==> config.mk <==
export PLATFORM = sky130hd
export DESIGN_NAME = busmap_regfile
export DESIGN_NICKNAME = d
export VERILOG_FILES = /design/src/rtl/busmap_pkg.sv /design/src/rtl/busmap_decode.sv /design/src/rtl/busmap_merge.sv /design/src/rtl/busmap_store.sv /design/src/rtl/busmap_regfile.sv
export SDC_FILE = /design/constraint.sdc
export NUM_CORES = 2
export LEC_CHECK = 0
export ABC_AREA = 1
export BUFFER_PORTS_ARGS = -buffer_cell sky130_fd_sc_hd__buf_2
export CORE_MARGIN = 8
export CORE_UTILIZATION = 40
export DETAILED_ROUTE_END_ITERATION = 7
export PLACE_DENSITY = 0.66
export SLEW_MARGIN = 10
export SYNTH_ARGS = -nofsm -noshare
export SYNTH_HDL_FRONTEND = slang
export SYNTH_SLANG_ARGS = --single-unit
==> constraint.sdc <==
create_clock -name clk -period 5.9 [get_ports clk]
set_clock_uncertainty 0.05 [all_clocks]
set_input_delay 0.295 -clock clk [delete_from_list [all_inputs] [get_ports clk]]
set_output_delay 0.295 -clock clk [all_outputs]
set_load 0.03 [all_outputs]
==> src/rtl/busmap_pkg.sv <==
package busmap_pkg;
  localparam int BM_WORD_W = 16;
  localparam int BM_ENT_W  = 22;
  localparam int BM_HI_W   = BM_ENT_W - BM_WORD_W;

  typedef logic [BM_WORD_W-1:0] bm_word_t;
  typedef logic [BM_ENT_W-1:0]  bm_entry_t;

  // word seen by the bus for one half of an entry
  function automatic bm_word_t bm_half_read(input bm_entry_t ent, input logic hi);
    bm_word_t w;
    if (hi) w = {{(BM_WORD_W-BM_HI_W){1'b0}}, ent[BM_ENT_W-1:BM_WORD_W]};
    else    w = ent[BM_WORD_W-1:0];
    return w;
  endfunction

  // replace one byte lane of the current word
  function automatic bm_word_t bm_lane_merge(input bm_word_t cur, input logic [7:0] b,
                                             input logic upper);
    bm_word_t w;
    if (upper) w = {b, cur[7:0]};
    else       w = {cur[15:8], b};
    return w;
  endfunction

  // fold a full word into the chosen half of an entry
  function automatic bm_entry_t bm_half_write(input bm_entry_t ent, input logic hi,
                                              input bm_word_t w);
    bm_entry_t e;
    if (hi) e = {w[BM_HI_W-1:0], ent[BM_WORD_W-1:0]};
    else    e = {ent[BM_ENT_W-1:BM_WORD_W], w[BM_WORD_W-1:1], 1'b0};
    return e;
  endfunction
endpackage

==> src/rtl/busmap_decode.sv <==
module busmap_decode #(
  parameter int OFF_W    = 13,
  parameter int N_ENTRY  = 31,
  parameter int WIN_BASE = 'h1080,
  parameter int IDX_W    = 5
) (
  input  logic             en,
  input  logic [OFF_W-1:0] off,
  output logic             hit,
  output logic             hi_sel,
  output logic             lane_up,
  output logic [IDX_W-1:0] idx
);
  localparam int WIN_BYTES = 4 * N_ENTRY;
  localparam logic [OFF_W-1:0] BASE_V = OFF_W'(WIN_BASE);
  localparam logic [OFF_W-1:0] SPAN_V = OFF_W'(WIN_BYTES);

  logic [OFF_W-1:0] rel;
  logic             above;

  always_comb begin
    rel     = off - BASE_V;
    above   = (off >= BASE_V);
    hit     = en && above && (rel < SPAN_V);
    hi_sel  = rel[1];
    lane_up = off[0];
    idx     = rel[IDX_W+1:2];
  end
endmodule

==> src/rtl/busmap_merge.sv <==
module busmap_merge
  import busmap_pkg::*;
(
  input  bm_entry_t   cur_ent,
  input  logic        hi_sel,
  input  logic        byte_mode,
  input  logic        lane_up,
  input  bm_word_t    wdata,
  output bm_word_t    rd_word,
  output bm_entry_t   nxt_ent
);
  bm_word_t full_word;

  always_comb begin
    rd_word = bm_half_read(cur_ent, hi_sel);
    if (byte_mode) full_word = bm_lane_merge(rd_word, wdata[7:0], lane_up);
    else           full_word = wdata;
    nxt_ent = bm_half_write(cur_ent, hi_sel, full_word);
  end
endmodule

==> src/rtl/busmap_store.sv <==
module busmap_store
  import busmap_pkg::*;
#(
  parameter int N_ENTRY = 31,
  parameter int IDX_W   = 5
) (
  input  logic             clk,
  input  logic             rst_n,
  input  logic             wr_fire,
  input  logic [IDX_W-1:0] wr_idx,
  input  bm_entry_t        wr_ent,
  input  logic [IDX_W-1:0] acc_idx,
  output bm_entry_t        acc_ent,
  input  logic [IDX_W-1:0] lk_idx,
  output bm_entry_t        lk_ent
);
  bm_entry_t ent_q [N_ENTRY];

  for (genvar gi = 0; gi < N_ENTRY; gi++) begin : g_ent
    logic sel;
    assign sel = wr_fire && (wr_idx == IDX_W'(gi));
    always_ff @(posedge clk or negedge rst_n) begin
      if (!rst_n)   ent_q[gi] <= '0;
      else if (sel) ent_q[gi] <= wr_ent;
    end
  end

  always_comb begin
    acc_ent = '0;
    lk_ent  = '0;
    for (int i = 0; i < N_ENTRY; i++) begin
      if (acc_idx == IDX_W'(i)) acc_ent = ent_q[i];
      if (lk_idx  == IDX_W'(i)) lk_ent  = ent_q[i];
    end
  end
endmodule

==> src/rtl/busmap_regfile.sv <==
module busmap_regfile
  import busmap_pkg::*;
#(
  parameter int OFF_W    = 13,
  parameter int N_ENTRY  = 31,
  parameter int WIN_BASE = 'h1080,
  localparam int IDX_W   = $clog2(N_ENTRY + 1)
) (
  input  logic                 clk,
  input  logic                 rst_n,
  input  logic                 acc_en,
  input  logic                 acc_wr,
  input  logic                 acc_byte,
  input  logic [OFF_W-1:0]     acc_off,
  input  logic [BM_WORD_W-1:0] acc_wdata,
  input  logic                 bus_rst_cyc,
  output logic [BM_WORD_W-1:0] acc_rdata,
  output logic                 acc_hit,
  input  logic [IDX_W-1:0]     lk_idx,
  output logic [BM_ENT_W-1:0]  lk_base
);
  // named internal events, observed by the checker
  logic             dec_hi;
  logic             dec_lane_up;
  logic [IDX_W-1:0] dec_idx;
  logic             wr_fire;
  logic             bus_rst_seen;
  bm_entry_t        cur_ent;
  bm_entry_t        nxt_ent;
  bm_word_t         rd_word;

  busmap_decode #(
    .OFF_W(OFF_W), .N_ENTRY(N_ENTRY), .WIN_BASE(WIN_BASE), .IDX_W(IDX_W)
  ) u_dec (
    .en(acc_en), .off(acc_off), .hit(acc_hit), .hi_sel(dec_hi),
    .lane_up(dec_lane_up), .idx(dec_idx)
  );

  busmap_merge u_mrg (
    .cur_ent(cur_ent), .hi_sel(dec_hi), .byte_mode(acc_byte),
    .lane_up(dec_lane_up), .wdata(acc_wdata), .rd_word(rd_word), .nxt_ent(nxt_ent)
  );

  busmap_store #(.N_ENTRY(N_ENTRY), .IDX_W(IDX_W)) u_st (
    .clk(clk), .rst_n(rst_n), .wr_fire(wr_fire), .wr_idx(dec_idx),
    .wr_ent(nxt_ent), .acc_idx(dec_idx), .acc_ent(cur_ent),
    .lk_idx(lk_idx), .lk_ent(lk_base)
  );

  // a bus reset cycle is accepted and deliberately does nothing to the table
  assign bus_rst_seen = bus_rst_cyc;
  assign wr_fire      = acc_hit && acc_wr;
  assign acc_rdata    = acc_hit ? rd_word : '0;
endmodule

==> qor.yml <==
status: "finished, final reports clean"
ys_warn_count: 0
synthTopCellsByArea: "dfrtp_1 (46%), nand2_1 (30%), nand4_1 (4.5%), nor2_1 (4.4%), inv_1 (3.3%)"
drt_iter0_markers: 5358
ioPinCount: 79
core-area_um2: 93000
final_nets: 5645
synth_edf_count: 0
dpl_worst_slack_ns: 0.829
mappedNetlistArea_um2: 37500
cts_root_buf: "clkbuf_16"
whs_ns: 0.158
wire_per_inst_um: 20.4
largest_reg_flops: 682
grt-ovfl-total: 0
tightestPinTransition_ns: 1.31
drv_slew: 0
cts_max_path_buffers: 3
hp-class: "input port to async pin"
synth-main-ff-cell: "dfrtp_1"
fin_crit_ns: 5.31
synthDistinctLibCells: 39
crit_arrival_ns: 4.97
power.leakage_uw: 0.0214
reg.largest.list: "u_st.ent_q (682)"
startpoint_type: "input port"
synth_nets: 5670
synth_seq_cells: 682
drive_gt1_share_pct: 7.50
area_growth_pct: 11.0
place.gp.congestion: 0.953
postCtsSetupBuffers: 0
ys_seq_area_share_pct: 45.5
worstSetupPathType: "input port to output pin"
crit_required_ns: 5.56
worstPathMaxFanout: 15
start_util_pct: 40.3
setup_violations: 0
antenna_left: 0
synth.avg_cell_area_um2: 6.66
first_pass_iters: 6
yosysTopAreaCell: "dfrtp_1"
numCtsBuffers: 73
dp_hpwl_mm: 93.6
tns_ns: 0
cts_tree: "built"
ir_worst_vdd_v: 0.000181
p_per_area_nw_per_um2: 243
fin_crit_sh_pct: 90.0
antenna_found_initial: 6
grt_start_max_net_pins: 140
max-slew-margin-rel_pct: 12.0
cts.clk_slew.worst_paths_ns: 0.06
end_kind: "output pin"
maxCapViolCount: 0
largest_register: "u_st.ent_q"
chipWidth_um: 322
yosysTopAreaCellShare_pct: 45.5
port_buffers: 77
synthCells: 5630
die-area_um2: 104000
fp-row-count: 112
hold_viol: 0
grt.total_usage_pct: 26.5
setup_ws_ns: 0.589
drt-total-wl_mm: 141
die_h_um: 322
rsz0062_at_grt: "no"
grt_pass1_wl_mm: 214
cts_sinks: 682
fmax_mhz: 188
drc: 0
async_flop_share_pct: 100
first_global_vias: 35100
insertion_delay_ns: 0.65
htree_levels: 3
vias: 37900
vias_per_cell: 5.49
==> repair_timing <==
item	CTS	global route
hold buffers	1	0
endpoints found under the hold margin	71	0
endpoints found under the setup margin	0	0
resized for setup	0	0
==> path summary, 6_finish.rpt <==
check | start | end | slack, ns | cells after the start
min in group clk | acc_off[1] | u_st.ent_q[484]$_DFFE_PN0P_ | 0.31 | 4
setup reg to reg | u_st.ent_q[656]$_DFFE_PN0P_ | u_st.ent_q[420]$_DFFE_PN0P_ | 1.52 | 23
setup / recovery | lk_idx[4] | lk_base[10] | 0.59 | 20
hold reg to reg | u_st.ent_q[252]$_DFFE_PN0P_ | u_st.ent_q[252]$_DFFE_PN0P_ | 0.43 | 2
max in group asynchronous | rst_n | u_st.ent_q[383]$_DFFE_PN0P_ | 4.29 | 3
hold / removal | rst_n | u_st.ent_q[36]$_DFFE_PN0P_ | 0.16 | 2
==> per-stage QoR <==
step | instance area [µm²] | util [%] | cells | total power, µW
6_report | 41600 | 44.7 | 6908 | 10100
2_1_floorplan | 37500 | - | 5630 | 5150
4_1_cts | 41600 | 44.7 | 6904 | 10100
5_1_grt | 41600 | 44.7 | 6905 | 10400
3_3_place_gp | 39300 | 42.2 | 6783 | 5570
3_5_place_dp | 39300 | 42.2 | 6783 | 5570
==> synthesized netlist by cell type, drive strengths merged, types with 2 or more instances <==
cell and n:
a21oi 90, a221oi 3, buf 103, clkbuf 221
clkinv 10, dfrtp 682, inv 339, mux2i 2
nand2 3008, nand3 210, nand4 269, nor2 444
nor3 17, nor3b 4, nor4 2, o2111ai 10
o211ai 2, o21ai 111, o221ai 5, o22ai 25
or2 67
==> layout make-up <==
type	count	area (µm²)
antenna	4	10.0
clock buffer	105	2150
clock inverter	15	178
fill	9541	51400
inverter	349	1310
multi-input combinational	4275	17700
sequential	682	17100
tap	1254	1570
timing repair buffer	224	1590
==> kinds of logic (layout without fill, tap and decap cells) <==
logic type,Yosys count,count (layout),synth area share [%]
other cells,0,4,0
buf+inv,673,693,7.25
mux,2,2,0.0534
simple gates,4023,4023,43.5
flops,682,682,45.5
compound gates,250,250,3.65
==> critical path, stage by stage <==
cell and delay (ns):
buf_2 0.25, clkinv_1 0.13, buf_4 0.21, nand3_1 0.48, o22ai_1 0.17, a21oi_1 0.23, nand4_1 0.17, nor2_1 0.27
nand4_1 0.21, nor3_1 0.33, o2111ai_1 0.20, nor2_1 0.33, nand3_1 0.20, nor3_1 0.42, nand4_1 0.20, nor2_1 0.17
nand4_1 0.15, nor2_1 0.23, nand4_1 0.12, buf_2 0.21
==> report_power, final <==
group          internal, µW  switching (µW)  total [µW]
Combinational           148             654         802
Sequential             4690            10.2        4700
Clock                  2620            2010        4620
==> metal layers <==
layer | wire (µm) | up-vias | GRT usage (%)
met3 | 14600 | 368 | 6.40
met1 | 56800 | 18200 | 35.8
li1 | - | 17400 | -
met2 | 63900 | 1977 | 41.3
met4 | 5540 | 4 | 9.62
met5 | 24 | - | 0
==> placed cells by master (no fill, tap or decap), types with 11 or more instances in the layout <==
cell type,instances
nand3_1,208
nor2_2,11
o21ai_0,101
buf_2,76
nand2_1,2999
clkbuf_16,75
a21oi_1,90
clkbuf_1,14
nand4_1,269
buf_4,139
dfrtp_1,682
inv_1,332
or2_2,57
clkbuf_8,16
o22ai_1,25
nor2_1,432
(Power assumes the default switching activity.)
